<file path="config.mk">
export PLATFORM = sky130hd
export DESIGN_NAME = subword_window_adapter
export DESIGN_NICKNAME = d
export VERILOG_FILES = /design/src/rtl/swa_pkg.sv /design/src/rtl/swa_ctrl.sv /design/src/rtl/swa_dpath.sv /design/src/rtl/subword_window_adapter.sv
export SDC_FILE = /design/constraint.sdc
export NUM_CORES = 1
export LEC_CHECK = 0
export CAP_MARGIN = 15
export CORE_MARGIN = 8
export CORE_UTILIZATION = 38
export DETAILED_ROUTE_END_ITERATION = 10
export PLACE_DENSITY = 0.85
export SYNTH_ARGS = -nofsm -noshare
export SYNTH_HDL_FRONTEND = slang
export SYNTH_SLANG_ARGS = --single-unit
</file>
<file path="constraint.sdc">
create_clock -name clk -period 2.9 [get_ports clk]
set_input_delay 0.725 -clock clk [delete_from_list [all_inputs] [get_ports clk]]
set_output_delay 0.725 -clock clk [all_outputs]
set_load 0.02 [all_outputs]
</file>
<file path="src/rtl/swa_pkg.sv">
package swa_pkg;
  localparam int BUS_W = 32;
  localparam int LANES = BUS_W / 8;
  localparam int OFF_W = $clog2(LANES);

  typedef enum logic [1:0] {
    SRC_CORE = 2'd0,
    SRC_DMA  = 2'd1,
    SRC_CTL  = 2'd2,
    SRC_ZERO = 2'd3
  } srcSel_e;

  typedef struct packed {
    logic    wrCore;
    logic    wrDma;
    logic    wrCtl;
    logic    rdCore;
    logic    rdDma;
    logic    rdCtl;
    logic    widen;
    logic    capture;
    srcSel_e curSrc;
    srcSel_e rdSrc;
  } strobe_t;

  // width code: 0 byte, 1 half, 2/3 word
  function automatic logic [BUS_W-1:0] laneMask(input logic [1:0] sizeCode);
    logic [BUS_W-1:0] m;
    case (sizeCode)
      2'd0:    m = BUS_W'(32'h0000_00FF);
      2'd1:    m = BUS_W'(32'h0000_FFFF);
      default: m = '1;
    endcase
    return m;
  endfunction
endpackage

</file>
<file path="src/rtl/swa_ctrl.sv">
module swa_ctrl
  import swa_pkg::*;
#(
  parameter int ADDR_W   = 7,
  parameter int IDX_W    = 4,
  parameter int CORE_END = 64,
  parameter int DMA_END  = 96,
  parameter int CTL_ADDR = 112
) (
  input  logic              clk,
  input  logic              rstN,
  input  logic              hostValid,
  input  logic              hostWrite,
  input  logic [ADDR_W-1:0] hostAddr,
  input  logic [1:0]        hostSize,
  output logic              hostReady,
  output logic              respValid,
  output logic [IDX_W-1:0]  regIdx,
  output strobe_t           strb
);
  localparam int CTL_END = CTL_ADDR + LANES;
  localparam logic [ADDR_W-1:0] CORE_END_A = ADDR_W'(CORE_END);
  localparam logic [ADDR_W-1:0] DMA_END_A  = ADDR_W'(DMA_END);
  localparam logic [ADDR_W-1:0] CTL_A      = ADDR_W'(CTL_ADDR);
  localparam logic [ADDR_W-1:0] CTL_END_A  = ADDR_W'(CTL_END);

  logic readyQ;
  logic accept;
  logic isWrite, isRead;
  logic inCore, inDma, ctlMergeZone;
  logic [ADDR_W-1:0] alignedAddr;
  logic [ADDR_W-1:0] dmaOff;
  logic [OFF_W-1:0]  byteOff;

  always_ff @(posedge clk) begin
    if (!rstN) begin
      readyQ    <= 1'b0;
      respValid <= 1'b0;
    end else begin
      readyQ    <= 1'b1;
      respValid <= accept && !hostWrite;
    end
  end

  assign hostReady   = readyQ;
  assign accept      = hostValid && readyQ;
  assign isWrite     = accept && hostWrite;
  assign isRead      = accept && !hostWrite;
  assign byteOff     = hostAddr[OFF_W-1:0];
  assign alignedAddr = {hostAddr[ADDR_W-1:OFF_W], {OFF_W{1'b0}}};

  // region decode; alignment never moves an address across the core/dma edges
  assign inCore       = hostAddr < CORE_END_A;
  assign inDma        = !inCore && (hostAddr < DMA_END_A);
  assign ctlMergeZone = (hostAddr >= DMA_END_A) && (hostAddr < CTL_END_A);
  assign dmaOff       = hostAddr - CORE_END_A;
  assign regIdx       = inCore ? hostAddr[OFF_W +: IDX_W] : IDX_W'(dmaOff >> OFF_W);

  always_comb begin
    strb         = '0;
    strb.wrCore  = isWrite && inCore;
    strb.wrDma   = isWrite && inDma;
    strb.wrCtl   = isWrite && (alignedAddr == CTL_A);
    strb.rdCore  = isRead && inCore;
    strb.rdDma   = isRead && inDma;
    strb.rdCtl   = isRead && (hostAddr == CTL_A);
    strb.widen   = !hostSize[1] || (byteOff != '0);
    strb.capture = isRead;
    if (inCore)            strb.curSrc = SRC_CORE;
    else if (inDma)        strb.curSrc = SRC_DMA;
    else if (ctlMergeZone) strb.curSrc = SRC_CTL;
    else                   strb.curSrc = SRC_ZERO;
    if (inCore)                  strb.rdSrc = SRC_CORE;
    else if (inDma)              strb.rdSrc = SRC_DMA;
    else if (hostAddr == CTL_A)  strb.rdSrc = SRC_CTL;
    else                         strb.rdSrc = SRC_ZERO;
  end

  AST_READY_AFTER_RESET: assert property (@(posedge clk) disable iff (!rstN)
    rstN |=> hostReady);
  AST_QUIET_WHEN_IDLE: assert property (@(posedge clk) disable iff (!rstN)
    !(hostValid && hostReady) |-> !(strb.wrCore || strb.wrDma || strb.wrCtl ||
                                    strb.rdCore || strb.rdDma || strb.rdCtl));
  AST_ONE_WRITE_TARGET: assert property (@(posedge clk) disable iff (!rstN)
    $onehot0({strb.wrCore, strb.wrDma, strb.wrCtl}));
  AST_ONE_READ_TARGET: assert property (@(posedge clk) disable iff (!rstN)
    $onehot0({strb.rdCore, strb.rdDma, strb.rdCtl}));
  AST_RESP_AFTER_READ: assert property (@(posedge clk) disable iff (!rstN)
    (hostValid && hostReady && !hostWrite) |=> respValid);
  AST_NO_RESP_AFTER_WRITE: assert property (@(posedge clk) disable iff (!rstN)
    (hostValid && hostReady && hostWrite) |=> !respValid);
  AST_HIGH_WRITE_SILENT: assert property (@(posedge clk) disable iff (!rstN)
    (hostWrite && hostAddr >= CTL_END_A) |-> !(strb.wrCore || strb.wrDma || strb.wrCtl));
endmodule

</file>
<file path="src/rtl/swa_dpath.sv">
module swa_dpath
  import swa_pkg::*;
#(
  parameter int CORE_W = 8
) (
  input  logic             clk,
  input  logic             rstN,
  input  strobe_t          strb,
  input  logic [OFF_W-1:0] byteOff,
  input  logic [1:0]       hostSize,
  input  logic [BUS_W-1:0] hostWdata,
  input  logic [CORE_W-1:0] coreRdata,
  input  logic [BUS_W-1:0] dmaRdata,
  input  logic [BUS_W-1:0] ctlRdata,
  output logic [BUS_W-1:0] wrData,
  output logic [BUS_W-1:0] respData
);
  localparam int SH_W = OFF_W + 3;

  logic [BUS_W-1:0] coreWide;
  logic [BUS_W-1:0] curVal, rdVal;
  logic [BUS_W-1:0] mask, placedMask, placedData, merged, readOut;
  logic [OFF_W-1:0] leftBytes;
  logic [SH_W-1:0]  leftBits, rightBits;

  assign coreWide = BUS_W'(coreRdata);

  function automatic logic [BUS_W-1:0] pick(input srcSel_e s, input logic [BUS_W-1:0] c,
                                            input logic [BUS_W-1:0] d, input logic [BUS_W-1:0] t);
    case (s)
      SRC_CORE: return c;
      SRC_DMA:  return d;
      SRC_CTL:  return t;
      default:  return '0;
    endcase
  endfunction

  assign curVal = pick(strb.curSrc, coreWide, dmaRdata, ctlRdata);
  assign rdVal  = pick(strb.rdSrc,  coreWide, dmaRdata, ctlRdata);
  assign mask   = laneMask(hostSize);

  // write merge: lanes move left by (LANES - offset) mod LANES bytes
  assign leftBytes  = OFF_W'(LANES) - byteOff;
  assign leftBits   = {leftBytes, 3'b000};
  assign placedMask = mask << leftBits;
  assign placedData = (hostWdata & mask) << leftBits;
  assign merged     = placedData | (curVal & ~placedMask);
  assign wrData     = strb.widen ? merged : hostWdata;

  // read extract: lanes move right by offset bytes
  assign rightBits = {byteOff, 3'b000};
  assign readOut   = (rdVal >> rightBits) & mask;

  always_ff @(posedge clk) begin
    if (!rstN)             respData <= '0;
    else if (strb.capture) respData <= readOut;
  end

  AST_READ_LANES_CLEAR: assert property (@(posedge clk) disable iff (!rstN)
    strb.capture |=> (respData & ~$past(mask)) == '0);
  AST_UNMAPPED_READ_ZERO: assert property (@(posedge clk) disable iff (!rstN)
    (strb.capture && strb.rdSrc == SRC_ZERO) |=> respData == '0);
  AST_RESP_HELD_ON_WRITE: assert property (@(posedge clk) disable iff (!rstN)
    !strb.capture |=> $stable(respData));
endmodule

</file>
<file path="src/rtl/subword_window_adapter.sv">
module subword_window_adapter
  import swa_pkg::*;
#(
  parameter int ADDR_W   = 7,
  parameter int IDX_W    = 4,
  parameter int CORE_W   = 8,
  parameter int CORE_END = 64,
  parameter int DMA_END  = 96,
  parameter int CTL_ADDR = 112
) (
  input  logic              clk,
  input  logic              rstN,
  input  logic              hostValid,
  output logic              hostReady,
  input  logic              hostWrite,
  input  logic [ADDR_W-1:0] hostAddr,
  input  logic [1:0]        hostSize,
  input  logic [BUS_W-1:0]  hostWdata,
  output logic              respValid,
  output logic [BUS_W-1:0]  respData,
  output logic [IDX_W-1:0]  regIdx,
  output logic [BUS_W-1:0]  wrData,
  output logic              coreWe,
  output logic              coreRe,
  input  logic [CORE_W-1:0] coreRdata,
  output logic              dmaWe,
  output logic              dmaRe,
  input  logic [BUS_W-1:0]  dmaRdata,
  output logic              ctlWe,
  output logic              ctlRe,
  input  logic [BUS_W-1:0]  ctlRdata
);
  strobe_t strb;

  swa_ctrl #(
    .ADDR_W(ADDR_W), .IDX_W(IDX_W), .CORE_END(CORE_END),
    .DMA_END(DMA_END), .CTL_ADDR(CTL_ADDR)
  ) ctrl (
    .clk(clk), .rstN(rstN), .hostValid(hostValid), .hostWrite(hostWrite),
    .hostAddr(hostAddr), .hostSize(hostSize), .hostReady(hostReady),
    .respValid(respValid), .regIdx(regIdx), .strb(strb)
  );

  swa_dpath #(.CORE_W(CORE_W)) dpath (
    .clk(clk), .rstN(rstN), .strb(strb), .byteOff(hostAddr[OFF_W-1:0]),
    .hostSize(hostSize), .hostWdata(hostWdata), .coreRdata(coreRdata),
    .dmaRdata(dmaRdata), .ctlRdata(ctlRdata), .wrData(wrData), .respData(respData)
  );

  assign coreWe = strb.wrCore;
  assign dmaWe  = strb.wrDma;
  assign ctlWe  = strb.wrCtl;
  assign coreRe = strb.rdCore;
  assign dmaRe  = strb.rdDma;
  assign ctlRe  = strb.rdCtl;
endmodule

</file>
## After elaboration in Yosys (flattened, before gate mapping)

Index checks and enable logic that the tools add are counted.

- Register bits: 34
- Output and inout bits: 76
- Input port bits: 117

- Reductions and logical operators: 19
- Shift-type cells: 3
- Eq/ne operators: 7
- Bitwise gates (word level): 5
- Multiplexer cells: 12
- Order comparisons: 4
- Add/sub/neg operators: 2

Operators with widths:

| kind | count |
|---|---|
| $pmux 32 s3 | 2 |
| $and 32x32->32 | 3 |
| $pmux 32 s2 | 1 |
| $shl 32x5->32 | 2 |
| $mux 32 | 1 |
| $not 32->32 | 1 |
| $or 32x32->32 | 1 |
| $shr 32x5->32 | 1 |
| $lt 7x7->1 const B | 3 |
| $logic_and 1x1->1 | 11 |
| $mux 2 | 4 |
| $eq 7x7->1 const B | 1 |
| $ge 7x7->1 const B | 1 |
| $eq 2x1->1 const B | 3 |
| $logic_not 2->1 | 3 |
| $sub 6x1->6 const B | 1 |
| $eq 5x5->1 const B | 1 |
| $eq 2x2->1 const B | 2 |
| $mux 4 | 1 |
| $logic_not 1->1 | 3 |
| $mux 1 | 3 |
| $reduce_bool 2->1 | 1 |
| $sub 1x2->2 const A | 1 |
| $logic_or 1x1->1 | 1 |

## Logic depth before layout (Yosys ltp)

- Word-level depth: 10
- Gate-level depth with buffers: 10

## Hierarchy

A second synthesis with hierarchy kept.

- Cells, all modules: 495
- Area, all modules: 3697.3 sq um

Modules (own cells, without submodules):

| module | times used | seq. area each (sq um) | cells an instance | area each (sq um) |
|---|---|---|---|---|
| swa_dpath | 1 | 640.6 | 466 | 3488.3 |
| swa_ctrl | 1 | 40.0 | 29 | 209.0 |

## Worst setup path before layout

No wires, ideal clock.

- Path kind: input to output
- From: in hostAddr[0]
- To: out wrData[24]
- Path buffers: 4
- Stages: 8
- Path slack: -0.377 ns
- Data arrival time: 2.552 ns
- Cells stage by stage: buf_4 buf_6 inv_1 ha_1 clkbuf_1 clkbuf_1 a21oi_1 o21ai_0

- Cells in the longest elaborated chain, start to end: 10
- Elaborated cells on any way between the ends: 23
- Those cells by class: 1 x add/sub; 4 x order compare; 2 x eq/ne; 2 x shift; 5 x mux; 3 x bitwise; 6 x reduce/logical

RTL lines:

| item | RTL line | text |
|---|---|---|
| start, declared | subword_window_adapter.sv:16 | `input logic [ADDR_W-1:0] hostAddr,` |
| $ge 7x7->1 (tied with other cells) | swa_ctrl.sv:55 | `assign ctlMergeZone = (hostAddr >= DMA_END_A) && (hostAddr < CTL_END_A);` |
| $logic_and 1x1->1 / $logic_not 1->1 (equally long branches) | swa_ctrl.sv:55, swa_ctrl.sv:54 |  |
| $mux 1 / $logic_and 1x1->1 (equally long branches) | swa_ctrl.sv:71, swa_ctrl.sv:54 |  |
| $mux 2 | swa_ctrl.sv:70 | `else if (inDma) strb.curSrc = SRC_DMA;` |
| $mux 2 | swa_ctrl.sv:69 | `if (inCore) strb.curSrc = SRC_CORE;` |
| $eq 2x2->1 (tied with other cells) | swa_dpath.sv:30 | `case (s)` |
| $pmux 32 s3 | swa_dpath.sv:30 |  |
| $and 32x32->32 | swa_dpath.sv:47 | `assign merged = placedData \| (curVal & ~placedMask);` |
| $or 32x32->32 | swa_dpath.sv:47 |  |
| $mux 32 (*) | swa_dpath.sv:48 | `assign wrData = strb.widen ? merged : hostWdata;` |
| end, declared | subword_window_adapter.sv:22 | `output logic [BUS_W-1:0] wrData,` |

Mark *: on every way between the ends. The rest lies on a longest branch, timed or not.

## Worst setup path in the final report

- From: in hostAddr[4]
- To: out wrData[19]

- Cells in the longest elaborated chain, start to end: 10
- Elaborated cells on any way between the ends: 17
- Those cells by class: 4 x order compare; 2 x eq/ne; 5 x mux; 2 x bitwise; 4 x reduce/logical

RTL lines:

| item | RTL line |
|---|---|
| $ge 7x7->1 (tied with other cells) | swa_ctrl.sv:55 |
| $logic_and 1x1->1 / $logic_not 1->1 (equally long branches) | swa_ctrl.sv:55, swa_ctrl.sv:54 |
| $mux 1 / $logic_and 1x1->1 (equally long branches) | swa_ctrl.sv:71, swa_ctrl.sv:54 |
| $mux 2 | swa_ctrl.sv:70 |
| $mux 2 (*) | swa_ctrl.sv:69 |
| $eq 2x2->1 (tied with other cells) | swa_dpath.sv:30 |
| $pmux 32 s3 (*) | swa_dpath.sv:30 |
| $and 32x32->32 (*) | swa_dpath.sv:47 |
| $or 32x32->32 (*) | swa_dpath.sv:47 |
| $mux 32 (*) | swa_dpath.sv:48 |

Marks and branches as above.

==> summary.md <==
- 0 — final-report setup violation count
- 2160 ps — critical path arrival
- 32 — pin count of the biggest net entering global routing
- -1070 ps — worst slack after detailed placement
- 2 — H-tree levels
- 0 — reported max-cap violation count
- 0.955 — gpl congestion
- 290 ps — clock network latency to the later pin of the worst-skew pair
- 1140 ps — r2r setup slk
- 29,000 microns — wire length of the first global-routing pass
- dpath.respData[22]$_SDFFE_PN0P_ — start point of the worst hold path
- 10,100 sq um — Core Region
- 0 — number of endpoints with negative hold slack in the final report
- 2170 ps — required time of the critical path
- 929 — number of cells in the design after placement
- 5 — number of CTS-inserted buffers
- 19,300 microns — final wirelength
- 923 — count of nets after finishing
- 5,505 — via count
- yes — setup repair after global routing missed its margin
- dfxtp_1, o21ai_0, nand2_1 — synth top area cells
- 117 microns — Die X-Extent
- 70 ps — clock-pin slew on the worst setup and hold paths
- 19.3 ps — final setup slack of the worst path
- 2.58 nW — Leakage
- 26.9% — global router's overall resource usage
- 0 ps — final setup TNS
- nand2_1 — cell with the most instances after synthesis
- 38.4% — Starting Density
- input port — CP startpoint kind
- met4 — top metal layer carrying routed signals
- 204 uV — VDD IR max
- 13,800 sq um — die outline area
- 7890 microns — routed length on met1
- 34 — TritonCTS Sinks
- 17.5% — share of the synthesized area in the top cell type
- input port to output port — Critical Setup Path Class
- 381 — initial detailed-routing violation count
- buffers and inverters — cell family with the largest share of critical-path delay
- nand2_1, o21ai_0, dfxtp_1, a21oi_1, nor2_1 — top post-synthesis cells by count
- 466 ps — Hold WS
- 0 — sum of overflow across all layers after global routing
- 25.2% — Reg power frac
- 60.2% — relative max-transition margin
- 17.5% — share of synthesized area occupied by flip-flops and latches
- output port — kind of capture point of the worst setup path
- 0 — remaining number of nets flagged by the antenna check after routing
- 1700 microns — met3 routed WL
- 75.0% — synthesis-to-layout area growth
- 6.97 sq um — average cell area after synthesis
- 4.68 ps — worst-case clock skew
- 0 — ant diodes
- 5 — Reg2Reg Depth
- clkdlybuf4s15_2, nand3_2, buf_4, o221ai_2, buf_6, o21ai_1, o22a_2, clkbuf_4 — cell breakdown of the critical path
- yes — TritonCTS clock tree
- 559 — Post-Synthesis Cells
- 2880 ps — fin crit period
- dfxtp_1 — Primary FF master, synth
- 99.3% — post-route clock period utilization
- 0 — max-slew violations
- 0 — EDFF count, synth
- 193 — number of top-level pins
- 37 — number of placement rows
- 2 — Min-Delay Path Depth
- 0 — final routed DRC violation total
- 4 — Worst Path Buf+Inv
- 0 — synth warn
- 5,426 — vias in the first global route
- 34 — FF+latch count, synth
- complete, no violations — status
- 678 — net count after synthesis
- clkdlybuf4s15_2 — worst-path cell with the longest stage delay
- 5 — Detailed Routing Iterations Pass 1
- 2 — buffer levels on the longest clock path
- 7 — maximum fanout encountered on the critical timing path
- register to register — path category of the worst min-delay check
- 347 MHz — timing-limited maximum frequency
- 15,400 microns — Post-DP HPWL
- 9300 microns — met2 routed WL
- 0 — hold buffers post-CTS
- 0% — share of flip-flops with an asynchronous set or reset
- 56 — number of distinct standard cells referenced by the synthesized netlist
- 28.1% — share of cells above drive strength 1
- 37.1% — switching fraction of total power
- 595 ps — actual slew at the worst max-slew pin
- 20.5 microns — drt wl/cell
- 0.711 mW — Net Switching
- 192 — Port-buffer cells
- 0 — number of antenna violations at the first check in global routing
- 281 nW/um^2 — power density over the cells
- 53.2% — Comb power frac
- 5.85 — vias per cell
- dfxtp_1 — cell type with the highest aggregate area in the netlist
- 270 ps — slowest stage delay, CP
- dpath.respData[0]$_SDFFE_PN0P_ — Reg2Reg Capture Point
- clkbuf_8 — cell chosen for the clock root
- 21.6% — clock network fraction of total power
- 1.21 mW — internal power
- dpath.respData[22]$_SDFFE_PN0P_ — endpoint of the worst hold path
- 1.92 mW — overall power of the completed layout
- 117 microns — overall die height
- ctrl.hostReady$_DFF_P_ — RR Startpoint
- 3900 sq um — Synth Cell Area
- 941 — Post-Layout Cell Count
-- sequential cells by signal, summed over array words and instances (netlist names) --
| signal | count |
|---|---|
| ctrl.hostReady | 1 |
| dpath.respData | 32 |
| ctrl.respValid | 1 |
-- worst reg2reg max path, stage by stage, from the launching register on --
cell and delay, ps:
dfxtp_1 360, and3b_1 200, buf_4 240, nand3_1 340, a211oi_1 390, a211oi_1 90
-- cell usage in the layout, fill, tap and decap left out, drive strengths merged, types with 4 or more instances in the layout --
master and n:
clkdlybuf4s50 144, buf 137, nand2 69, o21ai 65, dfxtp 34, a21oi 32, nor2 28, nand3 23
a32oi 23, a22oi 22, inv 18, and2 15, a211oi 14, clkdlybuf4s15 10, clkbuf 10, o31ai 9
o22ai 9, nor3 9, a32o 8, o21a 8, o32ai 8, a21boi 8, nor2b 8, o22a 8
a21o 7, mux2 7, nand3b 5, dlygate4sd2 5, o221ai 5, a2bb2oi 4, o2bb2ai 4, o211ai 4
a22o 4, o311ai 4
-- what timing repair did --
item	4_1_cts	5_1_grt
gates cloned	1	0
buffers inserted	1	2
pin swaps	6	6
endpoints found under the setup margin	39	27
resized for setup	200	35
-- power groups by stage --
stage | Combinational (mW) | Clock [mW] | Sequential [mW]
floorplan | 0.454 | 0 | 0.503
detailed placement | 0.996 | 0 | 0.493
global route | 1.08 | 0.438 | 0.483
finish | 1.02 | 0.414 | 0.482
CTS | 0.986 | 0.416 | 0.482
global placement | 0.992 | 0 | 0.492
-- per-stage QoR --
step	utilization, %	instance area [sq um]
finish	67.3	6820
global route	67.3	6820
CTS	66.3	6720
detailed placement	64.5	6540
global placement	64.5	6540
floorplan	-	3960
-- logic make-up after synthesis --
group	synth area share, %
AO/OA/AOI/OAI	47.0
buffers and inverters	10.0
adder cells (fa/ha/maj)	0.642
AND/OR/NAND/NOR	22.8
flip-flops	17.5
multiplexers	2.02
-- layer usage --
metal,GRT usage (%),up-vias
li1,-,2614
met1,33.8,2570
met2,45.4,288
met3,5.08,33
met4,8.02,0
met5,0,-
-- how the worst max path moves through the flow --
stage                      from          to  slack (ps)  depth (start not counted)
finish              hostAddr[4]  wrData[19]          20                          8
global route        hostAddr[4]  wrData[19]         -20                          8
CTS                 hostAddr[5]   wrData[8]           4                          7
detailed placement  hostAddr[1]   wrData[8]       -1070                          7
global placement    hostAddr[1]   wrData[9]       -1030                          7
floorplan           hostAddr[0]   wrData[0]         -70                          8
-- area by class of cell --
cell class / instances / area (sq um)
well taps: 136 / 170
fillers: 885 / 3320
inverters: 19 / 80.1
clock buffers: 8 / 110
multi-input cells: 444 / 3060
flip-flops and latches: 34 / 681
repair buffers: 300 / 2730
(Power assumes the default switching activity.)
